===== config.mk =====
export PLATFORM = sky130hd
export DESIGN_NAME = fir_circ_seq
export DESIGN_NICKNAME = d
export VERILOG_FILES = /design/src/rtl/fir_pkg.sv /design/src/rtl/fir_delay_line.sv /design/src/rtl/fir_coef_mem.sv /design/src/rtl/fir_tap_seq.sv /design/src/rtl/fir_mac_pipe.sv /design/src/rtl/fir_circ_seq.sv
export SDC_FILE = /design/constraint.sdc
export NUM_CORES = 1
export LEC_CHECK = 0
export ABC_AREA = 0
export ABC_CLOCK_PERIOD_IN_PS = 4000
export BUFFER_PORTS_ARGS = -buffer_cell sky130_fd_sc_hd__buf_2
export CAP_MARGIN = 20
export CORE_ASPECT_RATIO = 1.25
export CORE_MARGIN = 4
export CORE_UTILIZATION = 55
export DETAILED_ROUTE_END_ITERATION = 16
export MAX_ROUTING_LAYER = met4
export PLACE_DENSITY_LB_ADDON = 0.15
export SETUP_SLACK_MARGIN = 0.1
export SLEW_MARGIN = 0
export SYNTH_ARGS = -nofsm -noshare
export SYNTH_HDL_FRONTEND = slang
export SYNTH_HIERARCHICAL = 1
export SYNTH_SLANG_ARGS = --single-unit

===== constraint.sdc =====
create_clock -name clk -period 4 [get_ports clk]
set_input_delay 0.6 -clock clk [delete_from_list [all_inputs] [get_ports clk]]
set_output_delay 0.6 -clock clk [all_outputs]
set_load 0.05 [all_outputs]

===== src/rtl/fir_pkg.sv =====
// Package: shared types for the circular-buffer FIR sequencer.
// Assumes nothing; holds the sequencer state encoding only.
package fir_pkg;
    typedef enum logic [1:0] {
        ST_IDLE  = 2'd0,
        ST_RUN   = 2'd1,
        ST_DRAIN = 2'd2
    } seq_state_t;
endpackage


===== src/rtl/fir_delay_line.sv =====
// Module: circular sample store. Each write advances the head pointer one
// slot (modulo DEPTH) and stores the sample there; nothing is ever shifted.
// The read port returns the sample rd_ofs positions older than the newest.
// Assumes DEPTH is a power of two so the wrap is a plain truncation.
module fir_delay_line #(
    parameter int DW       = 8,
    parameter int TAP_LOG2 = 3
) (
    input  logic                clk,
    input  logic                rst_n,
    input  logic                wr_en,
    input  logic [DW-1:0]       wr_data,
    input  logic [TAP_LOG2-1:0] rd_ofs,
    output logic [DW-1:0]       rd_data
);
    localparam int DEPTH = 1 << TAP_LOG2;

    logic [DW-1:0]       slot_q [DEPTH];
    logic [TAP_LOG2-1:0] head_q;
    logic [TAP_LOG2-1:0] head_nxt;
    logic [TAP_LOG2-1:0] rd_idx;

    // Next head slot: one past the newest, wrapping by truncation.
    always_comb head_nxt = head_q + 1'b1;

    // Read index: newest minus delay, modulo DEPTH.
    always_comb rd_idx = head_q - rd_ofs;

    // Head pointer update on each accepted sample.
    always_ff @(posedge clk) begin
        if (!rst_n)     head_q <= '0;
        else if (wr_en) head_q <= head_nxt;
    end

    // One register per slot; only the slot under the new head is written.
    for (genvar g = 0; g < DEPTH; g++) begin : g_slot
        always_ff @(posedge clk) begin
            if (!rst_n)
                slot_q[g] <= '0;
            else if (wr_en && (head_nxt == TAP_LOG2'(g)))
                slot_q[g] <= wr_data;
        end
    end

    // Combinational read of the addressed slot.
    always_comb rd_data = slot_q[rd_idx];
endmodule


===== src/rtl/fir_coef_mem.sv =====
// Module: coefficient store, one slot per tap, separate from the sample
// store so both tap operands are available in the same cycle.
// Assumes writes and reads may occur in the same cycle; a read sees the
// old value until the write edge.
module fir_coef_mem #(
    parameter int CW       = 8,
    parameter int TAP_LOG2 = 3
) (
    input  logic                clk,
    input  logic                rst_n,
    input  logic                we,
    input  logic [TAP_LOG2-1:0] waddr,
    input  logic [CW-1:0]       wdata,
    input  logic [TAP_LOG2-1:0] raddr,
    output logic [CW-1:0]       rdata
);
    localparam int DEPTH = 1 << TAP_LOG2;

    logic [CW-1:0] coef_q [DEPTH];

    // Per-slot register with its own decoded write enable.
    for (genvar g = 0; g < DEPTH; g++) begin : g_coef
        always_ff @(posedge clk) begin
            if (!rst_n)
                coef_q[g] <= '0;
            else if (we && (waddr == TAP_LOG2'(g)))
                coef_q[g] <= wdata;
        end
    end

    // Combinational read for the tap being issued.
    always_comb rdata = coef_q[raddr];
endmodule


===== src/rtl/fir_tap_seq.sv =====
// Module: tap loop control. A start moves it from idle into the run phase,
// where a hardware counter issues one tap per cycle with first/last marks;
// it then waits in drain until the pipeline reports the final accumulate.
// Assumes start is only asserted while idle (ready is high).
module fir_tap_seq
    import fir_pkg::*;
#(
    parameter int TAP_LOG2 = 3
) (
    input  logic                clk,
    input  logic                rst_n,
    input  logic                start,
    input  logic                drain_done,
    output logic                idle,
    output logic                issue_v,
    output logic                issue_first,
    output logic                issue_last,
    output logic [TAP_LOG2-1:0] tap_idx
);
    localparam logic [TAP_LOG2-1:0] LAST_TAP = TAP_LOG2'((1 << TAP_LOG2) - 1);

    seq_state_t          state_q;
    logic [TAP_LOG2-1:0] cnt_q;

    // Phase transitions: idle -> run -> drain -> idle.
    always_ff @(posedge clk) begin
        if (!rst_n) begin
            state_q <= ST_IDLE;
        end else begin
            unique case (state_q)
                ST_IDLE:  if (start) state_q <= ST_RUN;
                ST_RUN:   if (cnt_q == LAST_TAP) state_q <= ST_DRAIN;
                ST_DRAIN: if (drain_done) state_q <= ST_IDLE;
                default:  state_q <= ST_IDLE;
            endcase
        end
    end

    // Repeat counter: cleared on start, stepped once per issued tap.
    always_ff @(posedge clk) begin
        if (!rst_n)                 cnt_q <= '0;
        else if (start)             cnt_q <= '0;
        else if (state_q == ST_RUN) cnt_q <= cnt_q + 1'b1;
    end

    // Issue marks derived from phase and counter.
    always_comb begin
        idle        = (state_q == ST_IDLE);
        issue_v     = (state_q == ST_RUN);
        issue_first = issue_v && (cnt_q == '0);
        issue_last  = issue_v && (cnt_q == LAST_TAP);
        tap_idx     = cnt_q;
    end
endmodule


===== src/rtl/fir_mac_pipe.sv =====
// Module: three-stage tap pipeline: operand register, product register,
// accumulator. A tap marked first restarts the sum from zero; a tap marked
// last raises a one-cycle done strobe together with the final sum.
// Assumes ACW >= DW+CW+TAP_LOG2 so the sum cannot overflow.
module fir_mac_pipe #(
    parameter int DW  = 8,
    parameter int CW  = 8,
    parameter int ACW = 19
) (
    input  logic           clk,
    input  logic           rst_n,
    input  logic           in_v,
    input  logic           in_first,
    input  logic           in_last,
    input  logic [DW-1:0]  in_smp,
    input  logic [CW-1:0]  in_coef,
    output logic           last_at_acc,
    output logic           done,
    output logic [ACW-1:0] sum
);
    localparam int PW = DW + CW;

    logic signed [DW-1:0]  s_q;
    logic signed [CW-1:0]  c_q;
    logic signed [PW-1:0]  p_q;
    logic signed [ACW-1:0] acc_q;
    logic [ACW-1:0]        p_ext;
    logic                  v1_q, f1_q, l1_q, v2_q, f2_q, l2_q, done_q;

    // Stage 1: capture both operands of the issued tap.
    always_ff @(posedge clk) begin
        if (!rst_n) begin
            s_q <= '0; c_q <= '0; v1_q <= 1'b0; f1_q <= 1'b0; l1_q <= 1'b0;
        end else begin
            s_q <= in_smp; c_q <= in_coef;
            v1_q <= in_v; f1_q <= in_first; l1_q <= in_last;
        end
    end

    // Stage 2: signed product.
    always_ff @(posedge clk) begin
        if (!rst_n) begin
            p_q <= '0; v2_q <= 1'b0; f2_q <= 1'b0; l2_q <= 1'b0;
        end else begin
            p_q <= s_q * c_q;
            v2_q <= v1_q; f2_q <= f1_q; l2_q <= l1_q;
        end
    end

    // Sign extension of the product to accumulator width.
    always_comb p_ext = {{(ACW-PW){p_q[PW-1]}}, p_q};

    // Stage 3: accumulate, restarting from zero on the first tap.
    always_ff @(posedge clk) begin
        if (!rst_n)    acc_q <= '0;
        else if (v2_q) acc_q <= (f2_q ? '0 : acc_q) + $signed(p_ext);
    end

    // Done strobe for the cycle after the last accumulate.
    always_ff @(posedge clk) begin
        if (!rst_n) done_q <= 1'b0;
        else        done_q <= v2_q && l2_q;
    end

    always_comb begin
        last_at_acc = v2_q && l2_q;
        done        = done_q;
        sum         = acc_q;
    end
endmodule


===== src/rtl/fir_circ_seq.sv =====
// Module: top of the circular-buffer FIR sequencer. Accepts a sample while
// idle, writes it into the delay line, runs N taps at one per cycle, and
// posts the sum with a one-cycle strobe in the same cycle ready returns.
// Assumes the tap count is a power of two (2**TAP_LOG2).
module fir_circ_seq #(
    parameter int DW       = 8,
    parameter int CW       = 8,
    parameter int TAP_LOG2 = 3,
    localparam int ACW     = DW + CW + TAP_LOG2 + 1
) (
    input  logic                clk,
    input  logic                rst_n,
    input  logic                sample_valid,
    input  logic [DW-1:0]       sample_data,
    output logic                sample_ready,
    input  logic                coef_we,
    input  logic [TAP_LOG2-1:0] coef_addr,
    input  logic [CW-1:0]       coef_data,
    output logic                result_valid,
    output logic [ACW-1:0]      result_data
);
    logic                accept;
    logic                idle;
    logic                issue_v, issue_first, issue_last;
    logic                last_at_acc;
    logic [TAP_LOG2-1:0] tap_idx;
    logic [DW-1:0]       smp_rd;
    logic [CW-1:0]       coef_rd;

    // Handshake: a sample is taken only while the sequencer is idle.
    always_comb begin
        sample_ready = idle;
        accept       = sample_valid && idle;
    end

    fir_delay_line #(.DW(DW), .TAP_LOG2(TAP_LOG2)) dline_i (
        .clk     (clk),
        .rst_n   (rst_n),
        .wr_en   (accept),
        .wr_data (sample_data),
        .rd_ofs  (tap_idx),
        .rd_data (smp_rd)
    );

    fir_coef_mem #(.CW(CW), .TAP_LOG2(TAP_LOG2)) cmem_i (
        .clk   (clk),
        .rst_n (rst_n),
        .we    (coef_we),
        .waddr (coef_addr),
        .wdata (coef_data),
        .raddr (tap_idx),
        .rdata (coef_rd)
    );

    fir_tap_seq #(.TAP_LOG2(TAP_LOG2)) seq_i (
        .clk         (clk),
        .rst_n       (rst_n),
        .start       (accept),
        .drain_done  (last_at_acc),
        .idle        (idle),
        .issue_v     (issue_v),
        .issue_first (issue_first),
        .issue_last  (issue_last),
        .tap_idx     (tap_idx)
    );

    fir_mac_pipe #(.DW(DW), .CW(CW), .ACW(ACW)) mac_i (
        .clk         (clk),
        .rst_n       (rst_n),
        .in_v        (issue_v),
        .in_first    (issue_first),
        .in_last     (issue_last),
        .in_smp      (smp_rd),
        .in_coef     (coef_rd),
        .last_at_acc (last_at_acc),
        .done        (result_valid),
        .sum         (result_data)
    );
endmodule


# Yosys cells after proc, flatten, opt, wreduce, memory -nomap -nowiden
# Memories as Yosys holds them, arrays and structs flattened. A register that Yosys moved wholly into a read port is not among the register bits.
# Cells that the tools add are included.
dict set report totals {
  reg_bits 51
  latchBits 0
  ram_bits 128
  rom_bits 0
  in_bits 23
  output_inout_bits 22
  wordCells 154
  mem_count 2
}
dict set report classes {
  n_addsub 4
  mul 1
  div 0
  magnitude_cmp 0
  n_eq_ne 20
  shift 0
  n_mux 70
  n_bitwise 17
  reduce_logical 28
}
# name depth word_bits read_ports rd_clocked_by_memory_dff wr line
set mem_list {}
lappend mem_list {cmem_i.coef_q 8 8 1 1 8 fir_coef_mem.sv:19} ;# logic [CW-1:0] coef_q [DEPTH];
lappend mem_list {dline_i.slot_q 8 8 1 1 8 fir_delay_line.sv:18} ;# logic [DW-1:0] slot_q [DEPTH];
# op count
set ops {}
lappend ops {{$mux W8} 16}
lappend ops {{$mux W1} 49}
lappend ops {{$eq A3 B3 Y1 const B} 9}
lappend ops {{$add A20 B20 Y20} 1}
lappend ops {{$logic_and A1 B1 Y1} 20}
lappend ops {{$mux W20} 1}
lappend ops {{$mul A8 B8 Y16} 1}
lappend ops {{$or A1 B1 Y1} 16}
lappend ops {{$eq A3 B2 Y1 const B} 4}
lappend ops {{$logic_not A3 Y1} 3}
lappend ops {{$add A3 B1 Y3 const B} 2}
lappend ops {{$eq A3 B1 Y1 const B} 2}
lappend ops {{$mux W2} 3}
lappend ops {{$pmux W2 S3} 1}
lappend ops {{$ne A2 B2 Y1 const B} 2}
lappend ops {{$reduce_and A3 Y1} 1}
lappend ops {{$sub A3 B3 Y3} 1}
lappend ops {{$eq A2 B1 Y1 const B} 1}
lappend ops {{$eq A2 B2 Y1 const B} 1}
lappend ops {{$logic_not A1 Y1} 2}
lappend ops {{$logic_not A2 Y1} 1}
lappend ops {{$ne A2 B1 Y1 const B} 1}
lappend ops {{$reduce_or A2 Y1} 1}
lappend ops {{$not A1 Y1} 1}

# Longest topological paths before layout
dict set report depth {
  depth_word 7
  ltp_mapped 19
  depth_no_buf 19
}

# Hierarchy
# Netlist, hierarchy kept.
# module n_inst cells_each area_each_um2 seq_area_each_um2
set by_module_without_submodules {}
lappend by_module_without_submodules {fir_mac_pipe 1 608 5490.3 1181.1}
lappend by_module_without_submodules {fir_delay_line 1 219 3225.6 1981.9}
lappend by_module_without_submodules {fir_coef_mem 1 196 2989.1 1921.8}
lappend by_module_without_submodules {fir_tap_seq 1 27 275.3 100.1}
lappend by_module_without_submodules {fir_circ_seq 1 1 6.3 0.0}

# Worst setup path after synthesis
# No wires, ideal clock.
dict set report synth_path {
  path_kind {flip-flop to flip-flop}
  start {reg mac_i.s_q[7], read port of dline_i.slot_q}
  end {reg mac_i.p_q[15]}
  setup_ns 0.116
  arrival_ns 4.050
  t_required_ns 3.884
  path_slack_ns -0.166
  stages_incl_launch_ff 16
  n_path_buf 0
  synth_period_minus_slack_ns 4.166
  cell_sequence {dfxtp_1 and2_1 fa_1 inv_1 fa_1 inv_1 fa_1 inv_1 fa_1 inv_1 ha_1 nand3_1 nor3_1 nor3_1 or3_1 and3_1}
}
dict set report synth_between {
  elab_chain_len 1
}
# item line
set synth_rtl {}
lappend synth_rtl {{from (decl)} fir_mac_pipe.sv:23} ;# logic signed [DW-1:0] s_q;
lappend synth_rtl {{$mul A8 B8 Y16} fir_mac_pipe.sv:45} ;# p_q <= s_q * c_q;
lappend synth_rtl {{to (signal assigned)} fir_mac_pipe.sv:45}
lappend synth_rtl {{to (decl)} fir_mac_pipe.sv:25} ;# logic signed [PW-1:0] p_q;
# Every way passes these cells.
# A chain may end at the register's enable or synchronous reset.

# Worst setup path in the final report
dict set report layout_path {
  start {reg mac_i.s_q[7], read port of dline_i.slot_q}
  end {reg mac_i.p_q[13]}
}
# The elaborated chain is that of the path after synthesis.

==> reports/results.ini <==
[yosys]
ys_types=65
ys_ff_latch=195
synth_area_per_cell_um2=11.4
yosysTopAreaCell=edfxtp_1
ys_async_sr_fraction=0
synth_fp_nets=1188
yosys-top-cells-area=edfxtp_1 32%, dfxtp_1 11%, fa_1 9.5%, ha_1 5.9%, nor4_1 4.2%
yosys.area.top_type_share=0.321
yosysSeqAreaShare=0.433
synth_edf_count=128
synth_most_common_cell=edfxtp_1
synthesis.area_um2=12000
ys_warn_count=6
synth_ff_type=edfxtp_1
synth_common_cells=128 x edfxtp_1, 119 x inv_1, 81 x nor4_1
synthCells=1051

[route]
drc=0
vias_per_cell=5.79
num_vias=8173
wirelength_mm=25.3
ant_nets=0
drt_pass1_iterations=6
drt_iter0_markers=503
wl_per_cell_um=17.9

[cells_and_area]
multi_input_area_um2=6300
nets=1257
drive_above_1_share=0.218
fin_util=0.635
diodes=0
ff_latch_area_um2=5230
area_delta_synth_final_pct=13.8
fillers=1765

[min_path]
hold_path.class=reg -> reg
min_to=mac_i/l2_q
min_path_cells=1
min-delay-start=mac_i/l1_q

[floorplan]
rows=60
die_y_um=173
core_um2=21500
start_util=0.558
ios=45
die-area_um2=24200
die-width_um=140

[place]
gp_congestion=0.865
hpwl_mm=18.2
io_buffer_count=44
dp_slack_ns=-0.178

[worst_setup_path]
r2r_end=mac_i/p_q[13]
r2r_slack_ns=-0.07
worstPathCellList=and2_4 -> fa_1 -> inv_2 -> fa_1 -> inv_2 -> fa_1 -> inv_1 -> fa_1 -> inv_2 -> ha_4 -> a2111oi_4 -> nor3_4 -> nor3_2 -> xnor2_1 -> and2_1
cp-start-kind=register
crit_top_cell=fa_1
cp_top_family=adder cells
crit_path_end_kind=register
critPathBufInv=4
reg2reg_from=mac_i/s_q[7]
slowest_delay_ns=0.52
critPathArrivalTime_ns=4.39
slowest_stage=fa_1
reg2reg_depth=15
crit_fanout=7
required_ns=4.33
critPathKind=reg -> reg

[grt]
grt_pass1_vias=8608
track_usage=0.220
grt_max_degree=68
antenna_found_initial=0
overflow=0
grt_pass1_wl_mm=42.3

[timing]
max_freq_ghz=0.246
setup_tns_ns=-0.157
worstMarginPinSlew_ns=0.959
rsz0062_at_grt=true
worst_slack_ns=-0.0660
skew_ns=0.0140
fin_hold_ws_ns=0.438
hold_violations=0
finalCriticalPeriod_ns=4.07
slew_viol_final=0
post-route-period-util=1.02
slew_headroom=0.360
setup_viol=3

[power]
power.density_nw_per_um2=406
p_leak_uw=0.00549
vdd_drop_max_uv=322

[clocking]
cts_tree=yes
cts_buffer_depth=2
htreeDepth=4
clockRootBuffer=clkbuf_16
path_clk_slew_ns=0.07
hold_buffers=0
cts-buffers-inserted=17
worstSkewPairLatency_ns=0.44
cts_sinks=195

[flow_run]
drv_cap=0

[outcome]
violations=setup timing
outcome=finished, violations left

==> cell families (layout without fill, tap and decap cells) <==
kind of cell,Yosys count,count (layout),share of synthesized area
flops,195,195,0.433
fa+ha+maj,114,114,0.155
mux,61,61,0.0910
xor+xnor,25,25,0.0194
buf+inv,178,260,0.0612
simple gates,367,367,0.178
compound gates,111,111,0.0634
==> placed cells by master (no fill, tap or decap), drive strengths merged, types with 7 or more instances in the layout <==
| cell type | synthesis | final |
|---|---|---|
| a211oi | 7 | 7 |
| a21o | 13 | 13 |
| a21oi | 21 | 21 |
| and2 | 79 | 79 |
| buf | 18 | 109 |
| clkbuf | 41 | 18 |
| dfxtp | 67 | 67 |
| edfxtp | 128 | 128 |
| fa | 57 | 57 |
| ha | 57 | 57 |
| inv | 119 | 126 |
| mux2 | 19 | 19 |
| mux2i | 10 | 10 |
| mux4 | 32 | 32 |
| nand2 | 37 | 37 |
| nand2b | 10 | 10 |
| nand3b | 10 | 10 |
| nor2 | 17 | 17 |
| nor2b | 39 | 39 |
| nor3 | 59 | 59 |
| nor3b | 8 | 8 |
| nor4 | 81 | 81 |
| o21a | 9 | 9 |
| o21ai | 31 | 31 |
| xnor2 | 18 | 18 |
==> power breakdown <==
part	switching, uW	total, uW	internal [uW]
combinational	753	1410	659
sequential	109	2410	2300
clock	868	1720	851
==> state kept, by name, summed over array words and instances, names as in the netlist <==
signal,count
cmem_i/coef_q,64
dline_i/slot_q,64
mac_i/sum,20
mac_i/p_q,16
mac_i/c_q,8
mac_i/s_q,8
dline_i/head_q,3
seq_i/tap_idx,3
seq_i/state_q,2
mac_i/done,1
mac_i/f1_q,1
mac_i/f2_q,1
mac_i/l1_q,1
mac_i/l2_q,1
mac_i/v1_q,1
mac_i/v2_q,1
==> final cells by class <==
class | instances | share of cell area
clock inverter | 14 | 0.0127
tap | 279 | 0.0256
inverter | 119 | 0.0327
sequential | 195 | 0.383
multi-input combinational | 678 | 0.462
timing repair buffer | 109 | 0.0522
clock buffer | 18 | 0.0315
==> worst max path at each step <==
stage	from	endpoint	slack, ns	cells after the start
global route	mac_i/s_q[5]	mac_i/p_q[15]	-0.20	15
floorplan	mac_i/c_q[2]	mac_i/p_q[15]	0.08	16
CTS	mac_i/s_q[5]	mac_i/p_q[15]	0.01	15
finish	mac_i/s_q[7]	mac_i/p_q[13]	-0.07	15
detailed placement	mac_i/s_q[3]	mac_i/p_q[15]	-0.18	15
global placement	mac_i/s_q[3]	mac_i/p_q[13]	-0.14	15
==> metrics by stage <==
stage	instances	power, uW	area, um^2
floorplan	1051	3400	12100
global placement	1373	3740	12800
detailed placement	1373	3780	12800
finish	1412	5540	13600
global route	1412	5830	13600
CTS	1411	5570	13600
==> per-layer routing <==
layer | vias to the layer above | GRT usage | part of all wire
met5 | - | - | 0
met4 | 0 | 0.0763 | 0.024
met3 | 47 | 0.0246 | 0.029
met2 | 197 | 0.400 | 0.55
met1 | 4014 | 0.251 | 0.40
li1 | 3915 | - | -
==> repair_timing <==
| item | in CTS | in global routing |
|---|---|---|
| buffers inserted | 6 | 1 |
| pin swaps | 31 | 9 |
| endpoints found under the setup margin | 6 | 7 |
| resized for setup | 60 | 3 |
(Power assumes the default switching activity.)
